--- config.mk ---
export PLATFORM = sky130hd
export DESIGN_NAME = mwb_top
export DESIGN_NICKNAME = d
export VERILOG_FILES = /design/src/rtl/mwb_pkg.sv /design/src/rtl/mwb_ptrs.sv /design/src/rtl/mwb_match.sv /design/src/rtl/mwb_top.sv
export SDC_FILE = /design/constraint.sdc
export NUM_CORES = 1
export LEC_CHECK = 0
export BUFFER_PORTS_ARGS = -buffer_cell sky130_fd_sc_hd__buf_2
export CORE_MARGIN = 2
export CORE_UTILIZATION = 51
export CTS_CLUSTER_DIAMETER = 60
export DETAILED_ROUTE_END_ITERATION = 7
export PLACE_DENSITY = 0.74
export REMOVE_ABC_BUFFERS = 1
export SKIP_LAST_GASP = 1
export SYNTH_ARGS = -nofsm -noshare
export SYNTH_HDL_FRONTEND = slang
export SYNTH_SLANG_ARGS = --single-unit
export TNS_END_PERCENT = 10
--- constraint.sdc ---
create_clock -name clk -period 5.7 [get_ports clk]
set_input_delay 1.14 -clock clk [delete_from_list [all_inputs] [get_ports clk]]
set_output_delay 1.14 -clock clk [all_outputs]
set_load 0.02 [all_outputs]
--- src/rtl/mwb_pkg.sv ---
package mwb_pkg;
  function automatic logic in_window(input logic [31:0] a, input logic [31:0] lo,
                                     input logic [31:0] hi);
    return (a >= lo) && (a <= hi);
  endfunction
endpackage

--- src/rtl/mwb_ptrs.sv ---
module mwb_ptrs #(
  parameter int ENTRIES = 4,
  localparam int PW = (ENTRIES > 1) ? $clog2(ENTRIES) : 1,
  localparam int CW = $clog2(ENTRIES + 1)
) (
  input  logic          clk,
  input  logic          rst,
  input  logic          push,
  input  logic          pop,
  output logic [PW-1:0] head,
  output logic [PW-1:0] tail,
  output logic [CW-1:0] count,
  output logic          full,
  output logic          none
);
  function automatic logic [PW-1:0] step(input logic [PW-1:0] p);
    return (p == PW'(ENTRIES - 1)) ? '0 : p + 1'b1;
  endfunction

  always_ff @(posedge clk) begin
    if (rst) begin
      head  <= '0;
      tail  <= '0;
      count <= '0;
    end else begin
      if (push) tail <= step(tail);
      if (pop)  head <= step(head);
      if (push && !pop)      count <= count + 1'b1;
      else if (pop && !push) count <= count - 1'b1;
    end
  end

  assign full = (count == CW'(ENTRIES));
  assign none = (count == '0);
endmodule

--- src/rtl/mwb_match.sv ---
module mwb_match #(
  parameter int ENTRIES = 4,
  parameter int BW = 14,
  localparam int PW = (ENTRIES > 1) ? $clog2(ENTRIES) : 1
) (
  input  logic [BW-1:0]      blk,
  input  logic               st_io,
  input  logic [BW-1:0]      e_blk [ENTRIES],
  input  logic [ENTRIES-1:0] e_live,
  input  logic [ENTRIES-1:0] e_io,
  input  logic [PW-1:0]      head,
  input  logic               head_leaving,
  output logic               any_hit,
  output logic [PW-1:0]      hit_idx
);
  logic [ENTRIES-1:0] hit;

  for (genvar i = 0; i < ENTRIES; i++) begin : g_cmp
    assign hit[i] = e_live[i] && !e_io[i] && !st_io && (e_blk[i] == blk) &&
                    !(head_leaving && (head == PW'(i)));
  end

  always_comb begin
    hit_idx = '0;
    for (int i = ENTRIES - 1; i >= 0; i--) begin
      if (hit[i]) hit_idx = PW'(i);
    end
  end

  assign any_hit = |hit;
endmodule

--- src/rtl/mwb_top.sv ---
module mwb_top #(
  parameter int          AW      = 16,
  parameter int          DW      = 32,
  parameter int          WORDS   = 4,
  parameter int          ENTRIES = 4,
  parameter int unsigned IO_LO   = 32'h0000_F000,
  parameter int unsigned IO_HI   = 32'h0000_FFFF,
  localparam int WB = $clog2(WORDS),
  localparam int BW = AW - WB,
  localparam int PW = (ENTRIES > 1) ? $clog2(ENTRIES) : 1,
  localparam int CW = $clog2(ENTRIES + 1)
) (
  input  logic                clk,
  input  logic                rst,
  input  logic                st_valid,
  input  logic [AW-1:0]       st_addr,
  input  logic [DW-1:0]       st_data,
  output logic                st_stall,
  output logic                dr_valid,
  input  logic                dr_ready,
  output logic [BW-1:0]       dr_addr,
  output logic [WORDS*DW-1:0] dr_data,
  output logic [WORDS-1:0]    dr_mask,
  output logic                empty
);
  logic [BW-1:0]      e_blk  [ENTRIES];
  logic [DW-1:0]      e_data [ENTRIES][WORDS];
  logic [WORDS-1:0]   e_mask [ENTRIES];
  logic [ENTRIES-1:0] e_io;
  logic [ENTRIES-1:0] e_live;

  logic [PW-1:0] head, tail, hit_idx;
  logic [CW-1:0] count;
  logic          full, none, any_hit;
  logic          drain_fire, do_merge, do_alloc, st_io;
  logic [BW-1:0] st_blk;
  logic [WB-1:0] st_word;

  assign st_blk  = st_addr[AW-1:WB];
  assign st_word = st_addr[WB-1:0];
  assign st_io   = mwb_pkg::in_window(32'(st_addr), IO_LO, IO_HI);

  assign dr_valid   = !none;
  assign empty      = none;
  assign drain_fire = dr_valid && dr_ready;

  mwb_match #(.ENTRIES(ENTRIES), .BW(BW)) u_match (
    .blk(st_blk), .st_io(st_io), .e_blk(e_blk), .e_live(e_live), .e_io(e_io),
    .head(head), .head_leaving(drain_fire), .any_hit(any_hit), .hit_idx(hit_idx)
  );

  assign do_merge = st_valid && any_hit;
  assign do_alloc = st_valid && !any_hit && !full;
  assign st_stall = st_valid && !any_hit && full;

  mwb_ptrs #(.ENTRIES(ENTRIES)) u_ptrs (
    .clk(clk), .rst(rst), .push(do_alloc), .pop(drain_fire),
    .head(head), .tail(tail), .count(count), .full(full), .none(none)
  );

  // control state with reset
  always_ff @(posedge clk) begin
    if (rst) begin
      e_live <= '0;
      e_io   <= '0;
      for (int i = 0; i < ENTRIES; i++) e_mask[i] <= '0;
    end else begin
      if (drain_fire) e_live[head] <= 1'b0;
      if (do_merge) e_mask[hit_idx][st_word] <= 1'b1;
      if (do_alloc) begin
        e_live[tail] <= 1'b1;
        e_io[tail]   <= st_io;
        e_mask[tail] <= WORDS'(1) << st_word;
      end
    end
  end

  // payload storage, no reset
  always_ff @(posedge clk) begin
    if (do_alloc) begin
      e_blk[tail]           <= st_blk;
      e_data[tail][st_word] <= st_data;
    end
    if (do_merge) e_data[hit_idx][st_word] <= st_data;
  end

  assign dr_addr = e_blk[head];
  assign dr_mask = e_mask[head];
  for (genvar w = 0; w < WORDS; w++) begin : g_out
    assign dr_data[w*DW +: DW] = e_data[head][w];
  end
endmodule

==> impl_metrics.env <==
export IMPL_fin_area_um2=26970
export IMPL_period_share=0.7261
export IMPL_critPathKind="in2out"
export IMPL_maxSlewHeadroom=0.2789
export IMPL_clock_sinks=601
export IMPL_rsz0062_at_grt="no"
export IMPL_fin_crit_ps=4139
export IMPL_antenna_left=0
export IMPL_place_area_um2=25060
export IMPL_p_total_mw=11.14
export IMPL_ys_ff_latch=601
export IMPL_cp_slowest_cell="nor3_1"
export IMPL_grt_use_met1=0.3077
export IMPL_post_route_drc_count=0
export IMPL_status="complete, no violations"
export IMPL_clock_path_buffers=3
export IMPL_crit_family="simple AND/OR/NAND/NOR gates"
export IMPL_worstPathCellList="buf_2, xor2_1, nor4_1, nand3_1, nor3_1, or2_2, nand2b_1, nor3_1, buf_2"
export IMPL_grt_overflow=0
export IMPL_initial_utilization=0.5192
export IMPL_hold_viol_final=0
export IMPL_cellPowerDensity_nw_per_um2=413.0
export IMPL_grt_pass1_wl_um=75660
export IMPL_post_cts_resized=0
export IMPL_cts_hold_buf=0
export IMPL_die_area_um2=47030
export IMPL_area_growth_pct=16.69
export IMPL_p_leak_nw=8.734
export IMPL_grt_pass1_vias=11680
export IMPL_synth_edff_count=584
export IMPL_rows=77
export IMPL_setup_violations=0
export IMPL_clk_latency_ps=620
export IMPL_mostFrequentLayoutCells="edfxtp_1, buf_2, mux4_2"
export IMPL_diodes=0
export IMPL_drv_slew=0
export IMPL_tightest_slew_ps=1079
export IMPL_numCtsBuffers=58
export IMPL_antenna_found_initial=0
export IMPL_cts_setup_buffers=0
export IMPL_gp_congestion=0.8205
export IMPL_cts_tree="done"
export IMPL_grt_max_degree=66
export IMPL_grt_busiest_layer="met2"
export IMPL_clkTransAtPathRegs_ps=60
export IMPL_num_vias=11340
export IMPL_yosysTopAreaCell="edfxtp_1"
export IMPL_tns_ps=0
export IMPL_vdd_ir_drop_max_mv=0.2802
export IMPL_htree_levels=2
export IMPL_ios=201
export IMPL_clock_root_buffer="clkbuf_16"
export IMPL_dr_first_iter_drc_count=1149
export IMPL_met3_usage=0.04081
export IMPL_clock_skew_ps=25.62
export IMPL_fmax_mhz=241.6
export IMPL_cpPeakStageDelay_ps=390
export IMPL_finalWirelength_um=50860
export IMPL_drive_above_1_share=0.3700
export IMPL_core_um2=44510
export IMPL_vias_per_cell=5.909
export IMPL_dieWidth_um=216.9
export IMPL_critical_path_buf_inv_count=2
export IMPL_synth_distinct_cells=44
export IMPL_yosysSeqAreaShare=0.7735
export IMPL_die_h_um=216.9
export IMPL_ys_warn_count=0
export IMPL_worstPathRequired_ps=4560
export IMPL_synthFlopType="edfxtp_1"
export IMPL_avgSynthCellArea_um2=22.01
export IMPL_synthArstFlopShare=0
export IMPL_synth_cell_area_um2=23110
export IMPL_port_buffers=200
export IMPL_track_usage=0.2200
export IMPL_hpwl_um=31170
export IMPL_wire_per_inst_um=26.50
export IMPL_startpoint="st_addr[7]"
export IMPL_syn_inst=1050
export IMPL_worstPathMaxFanout=8
export IMPL_critical_path_arrival_ps=3000
export IMPL_grtUsageMet2=0.3681
export IMPL_start_kind="input pin"
export IMPL_ys_top_cells_by_area="edfxtp_1, mux4_2, xor2_1"
export IMPL_nets=1343
export IMPL_dr_pass1_iters=5
export IMPL_netlist_area_leader_share=0.7588
export IMPL_worstHoldPathType="reg2reg"
export IMPL_drv_cap=0
export IMPL_final_common_cell="edfxtp_1"
export IMPL_reg2reg_from="u_ptrs.head[0]"
export IMPL_endpoint_kind="output pin"
export IMPL_hp_start="e_io[0]"
==> cells in the mapped netlist (7+ instances only) <==
library cell and n:
edfxtp_1 584, mux4_2 146, xor2_1 40, nor2_1 39
clkbuf_1 23, nand2_1 19, a21oi_1 18, buf_1 18
dfxtp_1 17, xnor2_1 17, nor4_1 12, ha_1 9
inv_1 9, nand2b_1 9, nor3_1 8, mux2i_1 7
o21bai_1 7
==> flip-flops by register name, indices dropped and copies added (netlist names), named ones only <==
| name | flops |
|---|---|
| u_ptrs.count | 3 |
| e_blk | 56 |
| u_ptrs.tail | 2 |
| e_io | 4 |
| u_ptrs.head | 2 |
| e_live | 4 |
| e_data | 512 |
| e_mask | 16 |
==> through the flow <==
stage	worst slack (ps)	hold WS, ps	utilization	instances
4_1_cts	1535	488.1	0.6059	1919
5_1_grt	1349	510.6	0.6059	1919
3_3_place_gp	1161	461.6	0.5630	1813
2_1_floorplan	-1666	434.0	-	1000
3_5_place_dp	1079	471.7	0.5630	1813
6_report	1561	486.1	0.6059	1919
==> per-layer routing <==
metal | part of all wire | routed length, um
met1 | 0.41 | 21040
met5 | 0 | 0
met2 | 0.50 | 25570
met3 | 0.069 | 3530
met4 | 0.014 | 723
==> kinds of logic after synthesis <==
family / share of synthesized area
flops: 0.7735
mux: 0.1453
simple gates: 0.02853
buf+inv: 0.01159
xor+xnor: 0.02160
compound gates: 0.01370
fa+ha+maj: 0.005739
==> path summary, 6_finish.rpt <==
check	endpoint	slack, ps	cells after the start
setup reg to reg	u_ptrs.count[2]	1610	13
hold / removal	e_io[0]	490	2
hold reg to reg	e_io[0]	490	2
setup / recovery	st_stall	1560	9
==> tightest hold or removal path, cell delays in order (launching register included) <==
cell	delay, ps
dfxtp_1	320
nand2b_1	60
mux2i_1	60
==> power by group <==
group / internal (mW) / switching, mW
Sequential: 5.04 / 0.168
Combinational: 0.849 / 1.23
Clock: 2.25 / 1.59
Total: 8.14 / 2.99
==> area by class of cell <==
class	count	area, um2
Clock inverter	37	395.4
Inverter	10	37.54
Clock buffer	69	1514
Fill cell	3138	17540
Sequential cell	601	17880
Tap cell	592	740.7
Multi-Input combinational cell	389	5086
Timing Repair Buffer	221	1309
(Power assumes the default switching activity.)
